--- config.mk ---
export PLATFORM = sky130hd
export DESIGN_NAME = pwrfail_ce_gate
export DESIGN_NICKNAME = d
export VERILOG_FILES = /design/src/rtl/pwrfail_pkg.sv /design/src/rtl/pwrfail_sync.sv /design/src/rtl/pwrfail_fsm.sv /design/src/rtl/pwrfail_ce_mux.sv /design/src/rtl/pwrfail_rst_merge.sv /design/src/rtl/pwrfail_ce_gate.sv
export SDC_FILE = /design/constraint.sdc
export NUM_CORES = 1
export LEC_CHECK = 0
export BUFFER_PORTS_ARGS = -buffer_cell sky130_fd_sc_hd__buf_2
export CELL_PAD_IN_SITES_DETAIL_PLACEMENT = 1
export CELL_PAD_IN_SITES_GLOBAL_PLACEMENT = 2
export CORE_MARGIN = 2
export CORE_UTILIZATION = 29
export DETAILED_ROUTE_END_ITERATION = 10
export HOLD_SLACK_MARGIN = 0.15
export PLACE_DENSITY_LB_ADDON = 0.1
export SKIP_LAST_GASP = 1
export SYNTH_ARGS = -nofsm -noshare
export SYNTH_HDL_FRONTEND = slang
export SYNTH_SLANG_ARGS = --single-unit
--- constraint.sdc ---
create_clock -name clk -period 2.3 [get_ports clk]
set_input_delay 0.115 -clock clk [delete_from_list [all_inputs] [get_ports clk]]
set_output_delay 0.115 -clock clk [all_outputs]
set_load 0.01 [all_outputs]
--- src/rtl/pwrfail_pkg.sv ---
package pwrfail_pkg;
    typedef enum logic [1:0] {
        ST_GOOD    = 2'd0,
        ST_FAIL    = 2'd1,
        ST_RECOVER = 2'd2
    } gate_state_e;
endpackage

--- src/rtl/pwrfail_sync.sv ---
module pwrfail_sync #(
    parameter int    STAGES  = 2,
    parameter logic  RST_VAL = 1'b1
) (
    input  logic clk,
    input  logic rst_n,
    input  logic d,
    output logic q
);
    logic [STAGES-1:0] chain_q;

    always_ff @(posedge clk or negedge rst_n) begin
        if (!rst_n) begin
            chain_q <= {STAGES{RST_VAL}};
        end else begin
            chain_q <= {chain_q[STAGES-2:0], d};
        end
    end

    assign q = chain_q[STAGES-1];
endmodule

--- src/rtl/pwrfail_fsm.sv ---
module pwrfail_fsm
    import pwrfail_pkg::*;
#(
    parameter int CNT_W = 16
) (
    input  logic             clk,
    input  logic             rst_n,
    input  logic             pf_s,
    input  logic [CNT_W-1:0] recov_cycles,
    output logic             access_en,
    output logic             gate_on,
    output logic             abort_pulse
);
    localparam logic [CNT_W-1:0] CNT_ONE = CNT_W'(1);

    gate_state_e      state_q, state_d;
    logic [CNT_W-1:0] cnt_q;
    logic             abort_q;

    // state register
    always_ff @(posedge clk or negedge rst_n) begin
        if (!rst_n) state_q <= ST_FAIL;
        else        state_q <= state_d;
    end

    // next-state logic
    always_comb begin
        state_d = state_q;
        unique case (state_q)
            ST_GOOD:    if (pf_s) state_d = ST_FAIL;
            ST_FAIL:    if (!pf_s) state_d = (recov_cycles == '0) ? ST_GOOD : ST_RECOVER;
            ST_RECOVER: begin
                if (pf_s)                 state_d = ST_FAIL;
                else if (cnt_q == CNT_ONE) state_d = ST_GOOD;
            end
            default:    state_d = ST_FAIL;
        endcase
    end

    // recovery counter and abort pulse
    always_ff @(posedge clk or negedge rst_n) begin
        if (!rst_n) begin
            cnt_q   <= '0;
            abort_q <= 1'b0;
        end else begin
            abort_q <= (state_q == ST_GOOD) && pf_s;
            if (state_q == ST_FAIL && !pf_s)
                cnt_q <= recov_cycles;
            else if (state_q == ST_RECOVER && !pf_s && cnt_q != '0)
                cnt_q <= cnt_q - CNT_ONE;
        end
    end

    // outputs
    always_comb begin
        access_en   = (state_q == ST_GOOD);
        gate_on     = !access_en;
        abort_pulse = abort_q;
    end


    abort_one_cycle_chk: assert property (@(posedge clk) disable iff (!rst_n)
        abort_q |=> !abort_q);

    abort_from_good_chk: assert property (@(posedge clk) disable iff (!rst_n)
        (state_q == ST_GOOD && pf_s) |=> (abort_q && state_q == ST_FAIL));

    no_access_after_flag_chk: assert property (@(posedge clk) disable iff (!rst_n)
        pf_s |=> !access_en);

    no_abort_in_recovery_chk: assert property (@(posedge clk) disable iff (!rst_n)
        (state_q != ST_GOOD) |=> !abort_q);
endmodule

--- src/rtl/pwrfail_ce_mux.sv ---
module pwrfail_ce_mux (
    input  logic gate_on,
    input  logic rom_sel,
    input  logic ce_in_n,
    input  logic seq_claim,
    output logic ce_out_n
);
    always_comb begin
        if (gate_on) ce_out_n = !rom_sel;
        else         ce_out_n = ce_in_n | seq_claim;
    end
endmodule

--- src/rtl/pwrfail_rst_merge.sv ---
module pwrfail_rst_merge (
    input  logic rst_pin_s_n,
    input  logic rst_mask,
    input  logic abort_pulse,
    output logic xfer_abort
);
    logic pin_hit;

    always_comb begin
        pin_hit    = !rst_pin_s_n && !rst_mask;
        xfer_abort = abort_pulse | pin_hit;
    end
endmodule

--- src/rtl/pwrfail_ce_gate.sv ---
module pwrfail_ce_gate #(
    parameter int CNT_W       = 16,
    parameter int SYNC_STAGES = 2
) (
    input  logic             clk,
    input  logic             rst_n,
    input  logic             pf_async,
    input  logic             rom_sel,
    input  logic             ce_in_n,
    input  logic             seq_claim,
    input  logic             ext_rst_n,
    input  logic             rst_mask,
    input  logic [CNT_W-1:0] recov_cycles,
    output logic             ce_out_n,
    output logic             access_en,
    output logic             fail_abort,
    output logic             xfer_abort
);
    logic pf_s;
    logic rst_pin_s_n;
    logic gate_on;

    pwrfail_sync #(.STAGES(SYNC_STAGES), .RST_VAL(1'b1)) u_pf_sync (
        .clk(clk), .rst_n(rst_n), .d(pf_async), .q(pf_s));

    pwrfail_sync #(.STAGES(SYNC_STAGES), .RST_VAL(1'b1)) u_rst_sync (
        .clk(clk), .rst_n(rst_n), .d(ext_rst_n), .q(rst_pin_s_n));

    pwrfail_fsm #(.CNT_W(CNT_W)) u_fsm (
        .clk(clk), .rst_n(rst_n), .pf_s(pf_s), .recov_cycles(recov_cycles),
        .access_en(access_en), .gate_on(gate_on), .abort_pulse(fail_abort));

    pwrfail_ce_mux u_ce_mux (
        .gate_on(gate_on), .rom_sel(rom_sel), .ce_in_n(ce_in_n),
        .seq_claim(seq_claim), .ce_out_n(ce_out_n));

    pwrfail_rst_merge u_rst_merge (
        .rst_pin_s_n(rst_pin_s_n), .rst_mask(rst_mask),
        .abort_pulse(fail_abort), .xfer_abort(xfer_abort));


    ram_protect_chk: assert property (@(posedge clk) disable iff (!rst_n)
        (!access_en && !rom_sel) |-> ce_out_n);

    rom_low_chk: assert property (@(posedge clk) disable iff (!rst_n)
        (!access_en && rom_sel) |-> !ce_out_n);

    claim_hides_mem_chk: assert property (@(posedge clk) disable iff (!rst_n)
        (access_en && seq_claim) |-> ce_out_n);

    abort_reaches_xfer_chk: assert property (@(posedge clk) disable iff (!rst_n)
        fail_abort |-> xfer_abort);

    masked_pin_chk: assert property (@(posedge clk) disable iff (!rst_n)
        (rst_mask && !fail_abort) |-> !xfer_abort);
endmodule

Yosys cells after proc, flatten, opt, wreduce, memory -nomap -nowiden

Index checks and enable logic that the tools add are counted.
W data, S select, Z words.

Register bits: 23
Input port bits: 24
Output and inout port bits: 4

Add/sub/neg operators: 1
Equality and inequality tests: 6
Muxes and demuxes: 9
Bitwise logic cells: 2
Reductions and logical operators: 14

Operators with widths:

| cell                    | count |
|---|---|
| $mux W16                | 2 |
| $eq A16 B1 Y1 const B   | 1 |
| $logic_not A16 Y1       | 1 |
| $reduce_bool A16 Y1     | 1 |
| $sub A16 B1 Y16 const B | 1 |
| $mux W2                 | 5 |
| $pmux W2 S3             | 1 |
| $logic_and A1 B1 Y1     | 5 |
| $logic_not A1 Y1        | 4 |
| $ne A3 B2 Y1 const B    | 1 |
| $reduce_and A3 Y1       | 1 |
| $eq A2 B1 Y1 const B    | 1 |
| $eq A2 B2 Y1 const B    | 1 |
| $logic_not A2 Y1        | 1 |
| $ne A2 B1 Y1 const B    | 1 |
| $ne A2 B2 Y1 const B    | 1 |
| $or A1 B1 Y1            | 2 |
| $reduce_bool A2 Y1      | 1 |
| $mux W1                 | 1 |

Logic depth before layout (Yosys ltp)

Gate-level depths: netlist of the first run.

Word-level depth: 5
Gate-level depth with buffers: 8

By module

Synthesis of the first run repeated with hierarchy kept, for this count alone.

Cell total of the unflattened synthesis: 157
Area total of the unflattened synthesis: 1410.1 um^2

Modules (own cells, without submodules):

| module            | instances | cells each | area each (um^2) | sequential area each (um^2) |
|---|---|---|---|---|
| pwrfail_fsm       | 1         | 150        | 1287.5           | 476.7 |
| pwrfail_sync      | 2         | 2          | 52.6             | 52.6 |
| pwrfail_ce_mux    | 1         | 2          | 10.0             | 0.0 |
| pwrfail_rst_merge | 1         | 1          | 7.5              | 0.0 |

Worst setup path after synthesis of the first run

OpenSTA, ideal clock, no wires.

Kind: flip-flop to flip-flop
Start point: register u_fsm.cnt_q[0]
End point: register u_fsm.cnt_q[8]
Setup time: 0.124 ns
Arrival: 2.184 ns
Data required time: 2.176 ns
Setup slack: -0.008 ns
Stages on the path, launching flop included: 9
Path buffers: 2
Period minus slack after synthesis: 2.308 ns
Path through: dfrtp_1 inv_1 ha_1 or3b_2 clkbuf_1 o41ai_2 buf_2 nor3_1 a211o_1

Cells in the longest elaborated chain, start to end: 3

RTL lines:

| what                                                   | RTL line                             | text |
|---|---|---|
| start, declared                                        | pwrfail_fsm.sv:17                    | `logic [CNT_W-1:0] cnt_q;` |
| start signal, assigned                                 | pwrfail_fsm.sv:48                    | `cnt_q <= recov_cycles;` |
| start signal, assigned                                 | pwrfail_fsm.sv:50                    | `cnt_q <= cnt_q - CNT_ONE;` |
| $sub A16 B1 Y16 or $reduce_bool A16 Y1 (tied branches) | pwrfail_fsm.sv:50, pwrfail_fsm.sv:49 |  |
| $mux W16 or $logic_and A1 B1 Y1 (tied branches)        | pwrfail_fsm.sv:49                    | `else if (state_q == ST_RECOVER && !pf_s && cnt_q != '0)` |
| $mux W16 or $reduce_bool A2 Y1 (tied branches)         | n/a                                  |  |

Parallel ways exist; a longest one is shown, timed or not. The select of a mux whose other input is x is not followed.
A chain may end at the register's enable or synchronous reset.

Worst setup path after layout of the first run

Start point: register u_fsm.cnt_q[11]
End point: register u_fsm.cnt_q[13]

The elaborated chain is that of the path after synthesis.

==> flow_summary.rst, run 1 <==
.. list-table::
   :header-rows: 1

   * - Metric
     - Value
   * - Fin crit share
     - 0.966
   * - Synthesized instance count
     - 153
   * - First drt pass iteration count
     - 4
   * - Worst path cell trace
     - or4_1, or4_4, mux2_4, a221o_1
   * - Max-slew violation count
     - 0
   * - Register-to-register setup slack
     - between 0.07 and 0.08 ns
   * - Minimum clock period after layout
     - 2.22 ns
   * - Via count of the first global-routing pass
     - around 1,600
   * - Top cells by area in the synthesized netlist
     - dfrtp_1, dfstp_2, nor4_1, a221o_1, mux2i_1
   * - Total die area
     - 5580 sq um
   * - Synth top area share
     - 0.311
   * - Overall power
     - 1.27 mW
   * - Most used flip-flop cell after synthesis
     - dfrtp_1
   * - Critical path class
     - register to register
   * - Ys async rst share
     - 1.00
   * - Area Growth Syn to Fin
     - 37.9%
   * - DRC violation count after routing
     - 0
   * - Tightest Hold Check Type
     - input pin to register
   * - Ys Warns
     - 0
   * - Area of placed instances
     - between 1500 and 2000 sq um
   * - Gp weighted congestion
     - slightly below 0.9
   * - Static Leakage
     - slightly above 0.8 nW
   * - First-pass GRT wire length
     - between 8000 and 9000 microns
   * - Commonest non-fill, non-tap cells in the layout
     - buf_2, buf_4, dfrtp_1
   * - Vertical extent of the die
     - between 70 and 80 microns
   * - Sequential area share after synthesis
     - 0.402
   * - Ports
     - 28
   * - Post-Synthesis Mean Instance Area
     - approximately 9.5 sq um
   * - Total power divided by cell area
     - 637 nW/um^2
   * - Slowest stage delay, CP
     - between 0.5 and 0.6 ns
   * - Post-synthesis cell type count
     - 45
   * - Detail-routed net length per standard cell
     - about 18 microns
   * - Antenna diode instance count
     - 0
   * - Chip Width
     - approximately 75 microns
   * - Clock transition at the registers of the reported paths
     - about 0.090 ns
   * - Fin area
     - approximately 2000 sq um
   * - CTS Buf Count
     - 3
   * - Root buf cell
     - clkbuf_8
   * - Status
     - finished, final reports clean
   * - Number of design-rule violations left by the first detailed-router iteration
     - 83
   * - Post-synth top area cell
     - dfrtp_1
   * - Number of H-tree branching levels
     - 1
   * - Syn_nets
     - between 150 and 200
   * - Total global routing overflow
     - 0
   * - Maximum number of pins on one net before global-route repair
     - 24
   * - CTS sink cnt
     - 23
   * - Initial antenna violation count
     - 0
   * - Count of state elements after synthesis
     - 23
   * - Area of the mapped netlist
     - roughly 1400 sq um
   * - Longest Clk Path Bufs
     - 2
   * - Via-to-Cell Ratio
     - ~5.4
   * - Clock tree from TritonCTS
     - done
   * - Worst Path Max Fanout
     - 5
   * - Number of setup violations in the final report
     - 0
   * - Number of maximum-capacitance constraint violations
     - 0
   * - Hpwl dp
     - between 3000 and 4000 microns
   * - Vias after detailed routing
     - 1,494
   * - Fraction of final layout cells sized beyond drive strength 1
     - 0.340
   * - Non-filler instance count after layout
     - ~280
   * - Worst Setup End Kind
     - register
   * - Critical Path Start Type
     - register
   * - WP data required
     - around 2.5 ns
   * - Peak ir drop on the vdd network
     - between 0.0002 and 0.00025 V
   * - Overall track demand over capacity in global routing
     - 0.198
   * - Number of enable-type register cells in the synthesized netlist
     - 0
   * - Skew-Pair Late Insertion Delay
     - between 0.2 and 0.3 ns
   * - Detailed Route WL
     - ~5000 microns
   * - Port buffer count
     - 27
   * - Placed Cells incl. Taps
     - roughly 260
   * - Area of the core
     - 4790 sq um
   * - Arrival @ worst endpoint
     - ~2.4 ns
   * - Starting Density
     - 0.303
   * - Most common library cell in the layout ignoring fill and taps
     - buf_2
   * - Total number of placement rows
     - 25
   * - F_max
     - around 450 MHz
   * - Count of final hold-check violations
     - 0
   * - Count of nets left with antenna violations after detail routing
     - 0
   * - Nets@finish
     - roughly 240
   * - Worst Max-Slew Pin Slew
     - 0.615 ns
   * - Unrepaired setup endpoints after global routing
     - yes
   * - Max-Slew Margin vs Limit
     - 0.584
   * - Maximum clock skew at final layout
     - about 0.0037 ns
   * - Cell type of the slowest stage on the worst timing path
     - or4_1
   * - Post-route core utilization
     - 0.418
[kinds of logic after synthesis]
logic type | Yosys count | share of synthesized area
compound gates | 35 | 0.202
buf+inv | 17 | 0.0561
mux | 6 | 0.0449
xor+xnor | 1 | 0.00605
fa+ha+maj | 2 | 0.0173
simple gates | 69 | 0.272
flops | 23 | 0.402
[sequential cells by signal (all words and copies together), names as in the netlist]
signal and count:
u_fsm.abort_pulse 1, u_rst_sync.chain_q 2, u_fsm.cnt_q 16, u_fsm.state_q 2
u_pf_sync.chain_q 2
[cells in the mapped netlist (2+ instances only)]
| library cell | n |
|---|---|
| a21o_1 | 3 |
| a21oi_1 | 3 |
| a221o_1 | 5 |
| and2_1 | 2 |
| buf_6 | 2 |
| clkbuf_1 | 9 |
| dfrtp_1 | 18 |
| dfstp_2 | 5 |
| ha_1 | 2 |
| inv_1 | 4 |
| mux2i_1 | 5 |
| nand2_1 | 13 |
| nand3_1 | 9 |
| nor2_1 | 8 |
| nor3_1 | 7 |
| nor3b_1 | 2 |
| nor4_1 | 9 |
| o211ai_1 | 4 |
| o21ai_0 | 3 |
| o311ai_0 | 5 |
| o31ai_1 | 2 |
| or3_1 | 4 |
| or3b_2 | 3 |
| or4_1 | 4 |
| or4_4 | 2 |
[layer usage]
| metal | vias to the layer above | share of wire | global-route usage |
|---|---|---|---|
| li1 | 706 | - | - |
| met1 | 745 | 0.46 | 0.258 |
| met2 | 36 | 0.49 | 0.335 |
| met3 | 7 | 0.041 | 0.0428 |
| met4 | 0 | 0.011 | 0.0536 |
| met5 | - | 0 | 0 |
[worst max-delay path, delay by kind of cell (launching register included)]
| family | cells | cell delay [ns] |
|---|---|---|
| and+or+nand+nor | 2 | 1.13 |
| DFF | 1 | 0.44 |
| AOI/OAI and AO/OA | 1 | 0.28 |
| muxes | 1 | 0.27 |
[area by class of cell]
type / instances / area, sq um
fillers: 576 / 2790
multi-input cells: 113 / 811
flip-flops and latches: 23 / 582
repair buffers: 65 / 460
well taps: 67 / 83.8
clock buffers: 3 / 41.3
inverters: 4 / 15.0
clock inverters: 1 / 5.00
[per-stage QoR]
step	setup WS, ns	setup TNS (ns)	hold slack, ns
finish	0.0786	0	0.157
global route	-0.0178	-0.0178	0.170
CTS	0.0563	0	0.151
detailed placement	0.0854	0	0.140
global placement	0.141	0	0.142
floorplan	0.0191	0	-0.181
[power by group]
part | internal [mW] | switching (mW)
Sequential | 0.477 | 0.0760
Combinational | 0.214 | 0.227
Clock | 0.122 | 0.155
Total | 0.814 | 0.458
[worst paths after layout]
kind                                           startpoint                        endpoint  cells past startpoint
max in group asynchronous                           rst_n    u_fsm.state_q[0]$_DFFE_PN1P_                      2
hold / removal                           recov_cycles[15]     u_fsm.cnt_q[15]$_DFFE_PN0P_                      3
hold reg to reg            u_pf_sync.chain_q[0]$_DFF_PN1_  u_pf_sync.chain_q[1]$_DFF_PN1_                      0
setup / recovery              u_fsm.cnt_q[11]$_DFFE_PN0P_     u_fsm.cnt_q[13]$_DFFE_PN0P_                      4
min in group asynchronous                           rst_n     u_fsm.abort_pulse$_DFF_PN0_                      2
setup reg to reg              u_fsm.cnt_q[11]$_DFFE_PN0P_     u_fsm.cnt_q[13]$_DFFE_PN0P_                      4
[repair_timing]
item / 4_1_cts / 5_1_grt
endpoints found under the setup margin: 0 / 6
gates resized for setup: 0 / 3
hold buffers: 16 / 0
hold endpoints to repair: 33 / 0
buffers inserted: 0 / 1
Power figures use the tool's default switching activity.
==> inputs of run 2 (changes only) <==
--- a/config.mk
+++ b/config.mk
@@ -12,7 +12,7 @@
 export CORE_UTILIZATION = 29
 export DETAILED_ROUTE_END_ITERATION = 10
 export HOLD_SLACK_MARGIN = 0.15
-export PLACE_DENSITY_LB_ADDON = 0.1
+export PLACE_DENSITY = 0.83
 export SKIP_LAST_GASP = 1
 export SYNTH_ARGS = -nofsm -noshare
 export SYNTH_HDL_FRONTEND = slang
==> flow_summary.rst, run 2 (synthesis results as in run 1) <==
.. list-table::
   :header-rows: 1

   * - Metric
     - Value
   * - Final hold slack
     - between 0.15 and 0.2 ns
   * - Detail-routed net length per standard cell
     - about 17 microns
   * - Area of the core
     - approximately 4800 sq um
   * - Area of combinational cells with multiple inputs
     - ~800 sq um
   * - Ports
     - 28
   * - Area of placed instances
     - 1760 sq um
   * - Number of design-rule violations left by the first detailed-router iteration
     - 152
   * - WP data required
     - 2.46 ns
   * - Vertical extent of the die
     - approximately 75 microns
   * - Cell internal pwr
     - between 0.8 and 0.9 mW
   * - Worst Path Max Fanout
     - 7
   * - Vias after detailed routing
     - between 1,500 and 2,000
   * - Clock tree from TritonCTS
     - done
   * - Sw frac
     - 0.348
   * - Max-Slew Margin vs Limit
     - 0.589
   * - F_max
     - 453 MHz
   * - Area Growth Syn to Fin
     - 35.5%
   * - Critical path class
     - register to register
   * - DRC violation count after routing
     - 0
   * - Static Leakage
     - between 0.8 and 0.9 nW
   * - Detailed Route WL
     - ~4700 microns
   * - Fin area
     - slightly below 2000 sq um
   * - Portion of total power attributed to sequential cells
     - 0.443
   * - Antenna diode instance count
     - 0
   * - Critical Path Start Type
     - register
   * - Clock transition at the registers of the reported paths
     - approximately 0.09 ns
   * - Unrepaired setup endpoints after global routing
     - no
   * - CTS Buf Count
     - 3
   * - Proportion of power drawn by combinational gates
     - 0.352
   * - Commonest non-fill, non-tap cells in the layout
     - buf_2, buf_4, dfrtp_1
   * - Port buffer count
     - 27
   * - Longest Clk Path Bufs
     - 2
   * - Overall power
     - between 1 and 1.5 mW
   * - Status
     - finished, final reports clean
   * - Sw power
     - ~0.43 mW
   * - Total power divided by cell area
     - roughly 640 nW/um^2
   * - Total of fill cells in the finished design
     - 566
   * - Total area of sequential cells
     - just under 600 sq um
   * - Count of final hold-check violations
     - 0
   * - Via count of the first global-routing pass
     - 1,603
   * - Initial antenna violation count
     - 0
   * - Max FFs per register
     - 16
   * - Total die area
     - approximately 5600 sq um
   * - Max-slew violation count
     - 0
   * - Fin crit share
     - 0.959
   * - Gp weighted congestion
     - 0.849
   * - Peak ir drop on the vdd network
     - approximately 0.00038 V
   * - Accumulated negative setup slack
     - 0 ns
   * - Minimum clock period after layout
     - between 2 and 2.5 ns
   * - Total number of placement rows
     - 25
   * - Fraction of final layout cells sized beyond drive strength 1
     - 0.325
   * - Chip Width
     - 74.7 microns
   * - Root buf cell
     - clkbuf_8
   * - Number of maximum-capacitance constraint violations
     - 0
   * - Count of nets left with antenna violations after detail routing
     - 0
   * - First-pass GRT wire length
     - approximately 7900 microns
   * - Tightest Hold Check Type
     - input pin to register
   * - Maximum number of pins on one net before global-route repair
     - 24
   * - Total global routing overflow
     - 0
   * - CTS sink cnt
     - 23
   * - Via-to-Cell Ratio
     - 5.51
   * - Post-layout worst setup margin
     - about 0.094 ns
   * - Maximum clock skew at final layout
     - between 0.01 and 0.015 ns
   * - Skew-Pair Late Insertion Delay
     - 0.27 ns
   * - First drt pass iteration count
     - 4
   * - Worst Max-Slew Pin Slew
     - around 0.61 ns
   * - Number of setup violations in the final report
     - 0
   * - Hpwl dp
     - between 3000 and 4000 microns
   * - Biggest register
     - u_fsm.cnt_q
   * - Most common library cell in the layout ignoring fill and taps
     - buf_2
   * - Arrival @ worst endpoint
     - 2.37 ns
   * - Number of H-tree branching levels
     - 1
   * - Worst Setup End Kind
     - register
   * - Nets@finish
     - 233
   * - Overall track demand over capacity in global routing
     - 0.184
   * - Starting Density
     - 0.303
   * - Clock share of power
     - 0.205
   * - Setup WS pre-CTS
     - just under 0.07 ns
-- run 2: metal layers --
metal	routed length, microns	track usage	up-vias
met1	2000	0.238	745
met4	110	0.0655	0
met5	0	0	-
met3	184	0.0254	14
li1	-	-	697
met2	2400	0.317	47
-- run 2: worst paths after layout --
check,startpoint,to,slack (ns),cells after the start
worst max register to register,u_fsm.cnt_q[5]$_DFFE_PN0P_,u_fsm.cnt_q[13]$_DFFE_PN0P_,0.09,4
worst max-delay path,u_fsm.cnt_q[5]$_DFFE_PN0P_,u_fsm.cnt_q[13]$_DFFE_PN0P_,0.09,4
worst min-delay path,recov_cycles[2],u_fsm.cnt_q[2]$_DFFE_PN0P_,0.15,3
max in group asynchronous,rst_n,u_fsm.state_q[0]$_DFFE_PN1P_,1.57,2
worst min register to register,u_pf_sync.chain_q[0]$_DFF_PN1_,u_pf_sync.chain_q[1]$_DFF_PN1_,0.36,0
min in group asynchronous,rst_n,u_fsm.cnt_q[14]$_DFFE_PN0P_,0.35,2
-- run 2: power groups by stage --
stage	clock network (mW)	logic (mW)	registers, mW
finish	0.256	0.439	0.553
global route	0.285	0.488	0.565
CTS	0.264	0.429	0.552
detailed placement	0	0.407	0.559
global placement	0	0.389	0.550
floorplan	0	0.225	0.544
-- run 2: area by class of cell --
type,count,share of cell area
Tap cell,67,0.0427
Clock buffer,4,0.0229
Sequential cell,23,0.296
Timing Repair Buffer,62,0.221
Inverter,4,0.00765
Multi-Input combinational cell,113,0.410
-- run 2: timing repair --
| item | in CTS | in global routing |
|---|---|---|
| setup buffers | 0 | 0 |
| setup endpoints to repair | 0 | 5 |
| hold buffers | 14 | 0 |
| hold endpoints to repair | 31 | 0 |
| gates resized for setup | 0 | 2 |
-- run 2: worst max-delay path: stages (launching register included) --
cell and delay [ns]:
dfrtp_1 0.39, or4_4 0.61, or4_4 0.53, mux2_4 0.27, a221o_1 0.29
-- run 2: through the flow --
step / instances / util
after floorplan: 153 / -
after global placement: 255 / 0.369
after detailed placement: 255 / 0.369
after CTS: 273 / 0.407
after global routing: 273 / 0.410
final: 273 / 0.410
==> inputs of run 3 (changes only) <==
--- a/config.mk
+++ b/config.mk
@@ -9,10 +9,10 @@
 export CELL_PAD_IN_SITES_DETAIL_PLACEMENT = 1
 export CELL_PAD_IN_SITES_GLOBAL_PLACEMENT = 2
 export CORE_MARGIN = 2
-export CORE_UTILIZATION = 29
+export CORE_UTILIZATION = 30
 export DETAILED_ROUTE_END_ITERATION = 10
 export HOLD_SLACK_MARGIN = 0.15
-export PLACE_DENSITY = 0.83
+export PLACE_DENSITY = 0.86
 export SKIP_LAST_GASP = 1
 export SYNTH_ARGS = -nofsm -noshare
 export SYNTH_HDL_FRONTEND = slang
==> flow_summary.rst, run 3 (synthesis results as in run 1) <==
.. list-table::
   :header-rows: 1

   * - Metric
     - Value
   * - Via count of the first global-routing pass
     - ~1,600
   * - Number of design-rule violations left by the first detailed-router iteration
     - between 90 and 100
   * - Arrival @ worst endpoint
     - roughly 2.4 ns
   * - Skew-Pair Late Insertion Delay
     - 0.27 ns
   * - Number of setup violations in the final report
     - 0
   * - Hpwl dp
     - 3610 microns
   * - Total power divided by cell area
     - between 600 and 700 nW/um^2
   * - Depth of the critical timing path with buffers and inverters included
     - 4
   * - Clock transition at the registers of the reported paths
     - 0.08 ns
   * - Gate family responsible for the most delay along the worst path
     - simple AND/OR/NAND/NOR gates
   * - Critical Path Start Type
     - register
   * - Critical path buffer and inverter count
     - 0
   * - Fin area
     - a little under 2000 sq um
   * - Post-layout worst setup margin
     - between 0.04 and 0.05 ns
   * - Count of final hold-check violations
     - 0
   * - Maximum clock skew at final layout
     - ~0.0025 ns
   * - Slowest stage delay, CP
     - 0.58 ns
   * - Number of maximum-capacitance constraint violations
     - 0
   * - Status
     - finished, final reports clean
   * - Total global routing overflow
     - 0
   * - Detailed Route WL
     - slightly below 5000 microns
   * - Fin crit share
     - 0.980
   * - Setup WS pre-CTS
     - roughly 0.068 ns
   * - Number of stages on the worst hold path
     - 3
   * - Minimum clock period after layout
     - 2.25 ns
   * - Tightest Hold Check Type
     - input pin to register
   * - Worst Setup End Kind
     - register
   * - Accumulated negative setup slack
     - 0 ns
   * - Placed Cells incl. Taps
     - between 200 and 250
   * - Detail-routed net length per standard cell
     - approximately 19 microns
   * - Critical path class
     - register to register
   * - Biggest register
     - u_fsm.cnt_q
   * - Area Growth Syn to Fin
     - 34.0%
   * - Longest Clk Path Bufs
     - 2
   * - Final hold slack
     - 0.163 ns
   * - Fraction of final layout cells sized beyond drive strength 1
     - 0.328
   * - Number of H-tree branching levels
     - 1
   * - Most common library cell in the layout ignoring fill and taps
     - buf_2
   * - Starting Density
     - 0.309
   * - Total number of placement rows
     - 25
   * - Clock share of power
     - 0.211
   * - Proportion of power drawn by combinational gates
     - 0.331
   * - Vertical extent of the die
     - about 73 microns
   * - Port buffer count
     - 27
   * - Area of the core
     - about 4700 sq um
   * - Cell internal pwr
     - between 0.7 and 0.8 mW
   * - Peak ir drop on the vdd network
     - 0.000239 V
   * - Overall track demand over capacity in global routing
     - 0.193
   * - Worst path cell trace
     - or4_1, or4_4, mux2_4, a221o_1
   * - Gp weighted congestion
     - roughly 0.91
   * - Max-slew violation count
     - 0
   * - Portion of total power attributed to sequential cells
     - 0.457
   * - Vias after detailed routing
     - roughly 1,500
   * - Count of nets left with antenna violations after detail routing
     - 0
   * - Nets@finish
     - 231
   * - Sw frac
     - 0.355
   * - Worst Path Max Fanout
     - 5
   * - CTS Buf Count
     - 3
   * - CTS sink cnt
     - 23
   * - Non-filler instance count after layout
     - about 260
   * - Chip Width
     - approximately 73 microns
   * - Initial antenna violation count
     - 0
   * - Static Leakage
     - a little over 0.8 nW
   * - Ports
     - 28
   * - Overall power
     - 1.23 mW
   * - First-pass GRT wire length
     - 7940 microns
   * - Maximum number of pins on one net before global-route repair
     - 24
   * - WP data required
     - 2.46 ns
   * - F_max
     - about 440 MHz
   * - Number of cell instances on the worst register-to-register path
     - 4
   * - Total die area
     - between 5000 and 6000 sq um
   * - Worst Max-Slew Pin Slew
     - around 0.54 ns
   * - Via-to-Cell Ratio
     - roughly 5.8
   * - Post-route core utilization
     - 0.414
   * - DRC violation count after routing
     - 0
   * - First drt pass iteration count
     - 4
   * - Clock tree from TritonCTS
     - done
   * - Area of placed instances
     - 1730 sq um
   * - Antenna diode instance count
     - 0
   * - Cell type of the slowest stage on the worst timing path
     - or4_1
   * - Sw power
     - between 0.4 and 0.5 mW
   * - Max-Slew Margin vs Limit
     - 0.634
   * - Commonest non-fill, non-tap cells in the layout
     - buf_2, buf_4, dfrtp_1
   * - Max FFs per register
     - 16
   * - Root buf cell
     - clkbuf_8
==> run 3: changes by cell type in the layout (fill, tap and decap cells not counted) <==
cell / before / now
buf_4: 21 / 18
clkbuf_1: 1 / 0
clkinv_2: 0 / 1
dlygate4sd3_1: 14 / 15
nor2_1: 8 / 7
nor2_2: 0 / 1
nor4_1: 9 / 8
nor4_2: 0 / 1
or3b_2: 2 / 3
or3b_4: 1 / 0
==> run 3: final cells by class <==
cell class	instances	area, sq um
well taps	54	67.6
repair buffers	60	420
multi-input cells	113	811
flip-flops and latches	23	582
fillers	559	2750
inverters	4	15.0
clock buffers	3	41.3
clock inverters	1	5.00
==> run 3: path summary, 6_finish.rpt <==
path                                                 start                               to  slack [ns]
setup / recovery               u_fsm.cnt_q[11]$_DFFE_PN0P_      u_fsm.cnt_q[13]$_DFFE_PN0P_        0.05
hold / removal                             recov_cycles[8]       u_fsm.cnt_q[8]$_DFFE_PN0P_        0.16
setup reg to reg               u_fsm.cnt_q[11]$_DFFE_PN0P_      u_fsm.cnt_q[13]$_DFFE_PN0P_        0.05
hold reg to reg            u_rst_sync.chain_q[0]$_DFF_PN1_  u_rst_sync.chain_q[1]$_DFF_PN1_        0.36
max in group asynchronous                            rst_n     u_fsm.state_q[0]$_DFFE_PN1P_        1.57
min in group asynchronous                            rst_n       u_fsm.cnt_q[0]$_DFFE_PN0P_        0.36
==> run 3: worst reg2reg max path: cells and delay by family, from the launching register on <==
family,cells,cell delay (ns)
multiplexers,1,0.28
AND/OR/NAND/NOR,2,1.13
flip-flops,1,0.44
AO/OA/AOI/OAI,1,0.29
==> run 3: power groups by stage <==
stage	logic (mW)	clock network (mW)	registers, mW
after detailed placement	0.375	0	0.568
after CTS	0.400	0.267	0.561
after global placement	0.358	0	0.558
after floorplan	0.225	0	0.544
final	0.408	0.260	0.563
after global routing	0.450	0.279	0.576
==> run 3: what timing repair did <==
| action | 4_1_cts | 5_1_grt |
|---|---|---|
| buffers inserted | 0 | 0 |
| endpoints found under the hold margin | 32 | 0 |
| endpoints found under the setup margin | 0 | 6 |
| resized for setup | 0 | 3 |
| hold buffers | 15 | 0 |
==> run 3: per-layer routing <==
metal	vias to the layer above	global-route usage	wire length (microns)
met4	0	0.0646	128
met3	12	0.0288	150
met5	-	0	0
met1	742	0.237	2080
met2	40	0.341	2550
li1	692	-	-
